`config.mk`:
```
export PLATFORM = sky130hd
export DESIGN_NAME = fam_merge2
export DESIGN_NICKNAME = d
export VERILOG_FILES = /design/src/rtl/fam_pkg.sv /design/src/rtl/fam_edge.sv /design/src/rtl/fam_mux.sv /design/src/rtl/fam_order.sv /design/src/rtl/fam_merge2.sv
export SDC_FILE = /design/constraint.sdc
export NUM_CORES = 1
export LEC_CHECK = 0
export BUFFER_PORTS_ARGS = -buffer_cell sky130_fd_sc_hd__buf_2
export CORE_UTILIZATION = 39
export CTS_BUF_LIST = sky130_fd_sc_hd__clkbuf_2
export DETAILED_ROUTE_END_ITERATION = 7
export GPL_TIMING_DRIVEN = 0
export PLACE_DENSITY = 0.89
export SLEW_MARGIN = 20
export SYNTH_ARGS = -nofsm -noshare
export SYNTH_HDL_FRONTEND = slang
export SYNTH_SLANG_ARGS = --single-unit
```
`constraint.sdc`:
```
create_clock -name clk -period 2.67 [get_ports clk]
set_input_delay 0.1335 -clock clk [delete_from_list [all_inputs] [get_ports clk]]
set_output_delay 0.1335 -clock clk [all_outputs]
set_load 0.1 [all_outputs]
```
`src/rtl/fam_pkg.sv`:
```
`timescale 1ns/1ps
package fam_pkg;
    localparam int NSRC = 2;

    typedef struct packed {
        logic            busy;   // downstream transfer open
        logic            gnt;    // granted source index
        logic [NSRC-1:0] pend;   // sources waiting in arrival record
        logic            older;  // earliest pending source
        logic [NSRC-1:0] ack;    // source acknowledge pulses
    } ord_state_t;
endpackage

```
`src/rtl/fam_edge.sv`:
```
`timescale 1ns/1ps
module fam_edge #(
    parameter int N = 2
) (
    input  logic         clk,
    input  logic         rst_n,
    input  logic [N-1:0] lvl,
    output logic [N-1:0] rise
);
    logic [N-1:0] prev_d, prev_q;

    always_comb begin
        prev_d = lvl;
    end

    always_ff @(posedge clk) begin
        if (!rst_n) prev_q <= '0;
        else        prev_q <= prev_d;
    end

    for (genvar i = 0; i < N; i++) begin : g_rise
        assign rise[i] = lvl[i] & ~prev_q[i];
    end
endmodule

```
`src/rtl/fam_mux.sv`:
```
`timescale 1ns/1ps
module fam_mux #(
    parameter int W = 16,
    parameter int N = 2,
    localparam int SW = (N > 1) ? $clog2(N) : 1
) (
    input  logic [SW-1:0]  sel,
    input  logic [N*W-1:0] din,
    output logic [W-1:0]   dout
);
    always_comb begin
        dout = din[sel*W +: W];
    end
endmodule

```
`src/rtl/fam_order.sv`:
```
`timescale 1ns/1ps
module fam_order
    import fam_pkg::*;
(
    input  logic            clk,
    input  logic            rst_n,
    input  logic [NSRC-1:0] req,
    input  logic [NSRC-1:0] rise,
    input  logic            dn_ack,
    output logic            busy,
    output logic            gnt,
    output logic [NSRC-1:0] src_ack
);
    ord_state_t st_d, st_q;
    logic [NSRC-1:0] live, cand;
    logic            first;

    always_comb begin
        st_d    = st_q;
        st_d.ack = '0;
        live    = st_q.pend & req;      // withdrawn requests fall out here
        cand    = live | rise;

        // earliest candidate: recorded order, then waiting over new, tie to 0
        if (live == 2'b11)  first = st_q.older;
        else if (live[0])   first = 1'b0;
        else if (live[1])   first = 1'b1;
        else if (rise[0])   first = 1'b0;
        else                first = 1'b1;

        if (st_q.busy) begin
            st_d.pend  = cand;
            st_d.older = first;
            if (dn_ack) begin
                st_d.busy           = 1'b0;
                st_d.ack[st_q.gnt]  = 1'b1;
            end
        end else begin
            st_d.older = first;
            if (|cand) begin
                st_d.busy = 1'b1;
                st_d.gnt  = first;
                st_d.pend = cand & ~(2'b01 << first);
            end else begin
                st_d.pend = cand;
            end
        end
    end

    always_ff @(posedge clk) begin
        if (!rst_n) st_q <= '0;
        else        st_q <= st_d;
    end

    assign busy    = st_q.busy;
    assign gnt     = st_q.gnt;
    assign src_ack = st_q.ack;
endmodule

```
`src/rtl/fam_merge2.sv`:
```
`timescale 1ns/1ps
module fam_merge2
    import fam_pkg::*;
#(
    parameter int DATA_W = 16
) (
    input  logic              clk,
    input  logic              rst_n,
    input  logic              s0_req,
    input  logic [DATA_W-1:0] s0_data,
    output logic              s0_ack,
    input  logic              s1_req,
    input  logic [DATA_W-1:0] s1_data,
    output logic              s1_ack,
    output logic              m_req,
    output logic [DATA_W-1:0] m_data,
    input  logic              m_ack
);
    logic [NSRC-1:0] req_v, rise_v, ack_v;
    logic            gnt;

    assign req_v = {s1_req, s0_req};

    fam_edge #(.N(NSRC)) u_edge (
        .clk  (clk),
        .rst_n(rst_n),
        .lvl  (req_v),
        .rise (rise_v)
    );

    fam_order u_order (
        .clk    (clk),
        .rst_n  (rst_n),
        .req    (req_v),
        .rise   (rise_v),
        .dn_ack (m_ack),
        .busy   (m_req),
        .gnt    (gnt),
        .src_ack(ack_v)
    );

    fam_mux #(.W(DATA_W), .N(NSRC)) u_mux (
        .sel (gnt),
        .din ({s1_data, s0_data}),
        .dout(m_data)
    );

    assign s0_ack = ack_v[0];
    assign s1_ack = ack_v[1];
endmodule

```
==> out/qor.yml <==
sta:
  rsz0062_at_grt: "false"
  finalSetupViolCount: 0
  post-route-min-period_ns: 1.657
  final.setup_skew_ns: 0.001697
  hold_ws_ns: 0.09210
  worst_slew_pin_slew_ns: 0.4990
  finalMaxSlewViolations: 0
  fin_setup_tns_ns: 0
  setup_ws_ns: 1.013
  max_freq_mhz: 603.6
  hold_viol: 0
  fin_crit_sh: 0.6205
  slew_headroom: 0.6696
setup_path:
  reg2reg_from: "u_order.st_q[4]$_SDFF_PN0_"
  cp-start-kind: "flop"
  reg2reg_depth: 3
  worstSetupEndpointType: "output pin"
  reg2reg_slack_ns: 1.62
  cp_max_fo: 10
  crit-reg2reg-capture: "u_order.busy$_SDFF_PN0_"
  crit_required_ns: 2.54
  crit_type: "flop to output pin"
  arrival_ns: 1.52
global_routing:
  grt_pass1_wl_mm: 1.773
  track_usage: 0.1690
  grt_max_degree: 11
  gr-total-overflow: 0
  antenna_found_initial: 0
  grt_pass1_vias: 443
detailed_routing:
  drt_iter0_markers: 11
  drt-wirelength-per-cell_um: 12.17
  viasPerCell: 4.913
  drc_errors: 0
  dr.pass1.iters: 4
  num_vias: 619
  drt-total-wl_mm: 1.533
  ant_nets: 0
finish:
  drive_gt1_frac: 0.6577
  final_area_um2: 885.9
  fill_cells: 119
  n_antenna_cell: 0
  fin_nets: 149
  finalNonFillerCells: 126
  synthToLayoutAreaGrowth_pct: 54.92
  fin_util: 0.6642
clocking:
  cts_hold_buffers: 0
  cts_buffers: 3
  cts_root_buffer: "clkbuf_2"
  clk_latency_ns: 0.25
  clock-sinks: 9
  clockBufferDepth: 2
  ctsResizeCount: 0
  htreeDepth: 1
  cts_tree: "built"
  postCtsSetupRepairBufs: 0
  clk_pin_slew_ns: 0.09
placed_design:
  globalplace.congestion: 0.6940
  place_ws_ns: 1.289
  numPortBuffers: 55
  dpl_cell_area_um2: 865.8
  hpwl_mm: 1.263
  dp.cells: 122
die:
  core_area_um2: 1334
  initial_core_util: 0.4287
  die-area_um2: 1623
  pin_count: 56
  die_h_um: 40.29
  rows: 13
  die_w_um: 40.29
min_path:
  min-delay-start: "m_ack"
  hold_path_class: "primary input to flop"
  whs_endpoint: "u_order.busy$_SDFF_PN0_"
  whs_path_depth: 2
logic_synthesis:
  ys_top_cells_by_area: "dfxtp_1 (32%), mux2_4 (21%), mux2_1 (16%)"
  syn_area_um2: 571.8
  ys_types: 24
  synth_xor_area_frac: 0
  synth_top_cell_area_share: 0.3151
  synth_mux_area_frac: 0.3676
  synth_top_family_by_area: "multiplexers"
  synthAdderAreaFrac: 0
  synth.net_count: 89
  synth_simple_gate_area_share: 0.1138
  synthCells: 52
  seq_area_frac_synth: 0.3151
  synth_seq_cells: 9
  avgSynthCellArea_um2: 11.00
  synth_top_area_cell: "dfxtp_1"
  yosys_warnings: 0
  synth_compound_area_frac: 0.1444
power_and_ir_drop:
  power.density_nw_per_um2: 651.8
  comb_power_share: 0.586
  ir_drop_uv: 286.6
  p_int_mw: 0.2646
  p_total_mw: 0.5774
  power.switching_mw: 0.3128
  p_leak_nw: 0.4846
  pwr-share-seq: 0.258
  p_sw_frac: 0.5418
  clock_power_share: 0.156
run_status:
  status: "finished clean"
job:
  cap_violations: 0
[cell usage in the layout (no fill, tap or decap), drive strengths merged]
master / count
dfxtp: 9
and2: 2
o211a: 1
buf: 57
a22o: 1
nor2b: 1
a31oi: 1
a22oi: 1
a211oi: 1
mux2: 16
clkbuf: 4
nand2b: 2
inv: 4
nor2: 2
a221oi: 2
nand2: 1
nand3: 3
a21oi: 1
o21ai: 1
a32oi: 1
[routing by layer]
metal / GRT usage / vias to the layer above / wire (um) / share of wire
met2: 0.3306 / 31 / 854 / 0.56
met4: 0.1250 / 0 / 8 / 0.0052
met3: 0 / 2 / 121 / 0.079
li1: - / 309 / - / -
met1: 0.1678 / 277 / 548 / 0.36
met5: 0 / - / 0 / 0
[synthesized netlist by cell type]
master	number
dfxtp_1	9
mux2_1	8
mux2_4	8
nand3_1	3
and2_1	2
inv_1	2
inv_2	2
nor2_1	2
a211oi_1	1
a21oi_1	1
a221oi_1	1
a221oi_2	1
a22o_1	1
a22oi_1	1
a31oi_1	1
a32oi_1	1
buf_4	1
buf_6	1
nand2_1	1
nand2b_1	1
nand2b_4	1
nor2b_1	1
o211a_1	1
o21ai_1	1
[layout make-up]
| class | instances | area [um2] | share of cell area |
|---|---|---|---|
| clock buffer | 4 | 20.02 | 0.02260 |
| multi-input combinational | 37 | 357.8 | 0.4040 |
| sequential | 9 | 180.2 | 0.2034 |
| tap | 15 | 18.77 | 0.02119 |
| timing repair buffer | 55 | 275.3 | 0.3107 |
| inverter | 4 | 15.01 | 0.01695 |
| buffer | 2 | 18.77 | 0.02119 |
[cell families after synthesis]
| group | Yosys count |
|---|---|
| multiplexers | 16 |
| buffers and inverters | 6 |
| AND/OR/NAND/NOR | 11 |
| flip-flops | 9 |
| AO/OA/AOI/OAI | 10 |
[sequential cells by signal, indices dropped and copies added, names as in the netlist]
name and flops:
u_edge.prev_q 2, u_order.st_q 3, u_order.gnt 1, u_order.src_ack 2, u_order.busy 1
[critical path, stage by stage (launching register included)]
cell and delay [ns]:
dfxtp_1 0.32, buf_4 0.17, buf_6 0.19, mux2_4 0.31
buf_2 0.29
[worst max-delay path by stage]
stage / startpoint / to / slack [ns] / cells past startpoint
3_5_place_dp: u_order.gnt$_SDFFE_PN0P_ / m_data[0] / 1.29 / 4
2_1_floorplan: u_order.busy$_SDFF_PN0_ / u_order.gnt$_SDFFE_PN0P_ / 1.06 / 3
6_report: u_order.gnt$_SDFFE_PN0P_ / m_data[10] / 1.01 / 4
5_1_grt: u_order.gnt$_SDFFE_PN0P_ / m_data[0] / 0.95 / 4
3_3_place_gp: u_order.gnt$_SDFFE_PN0P_ / m_data[0] / 1.31 / 4
4_1_cts: u_order.gnt$_SDFFE_PN0P_ / m_data[0] / 0.99 / 4
[power groups by stage]
stage	sequential, mW	combinational [mW]	clock, mW
6_report	0.149	0.339	0.0900
3_3_place_gp	0.151	0.333	0
2_1_floorplan	0.168	0.266	0
5_1_grt	0.150	0.352	0.0990
4_1_cts	0.149	0.340	0.0952
3_5_place_dp	0.152	0.339	0
Power figures use the tool's default switching activity.
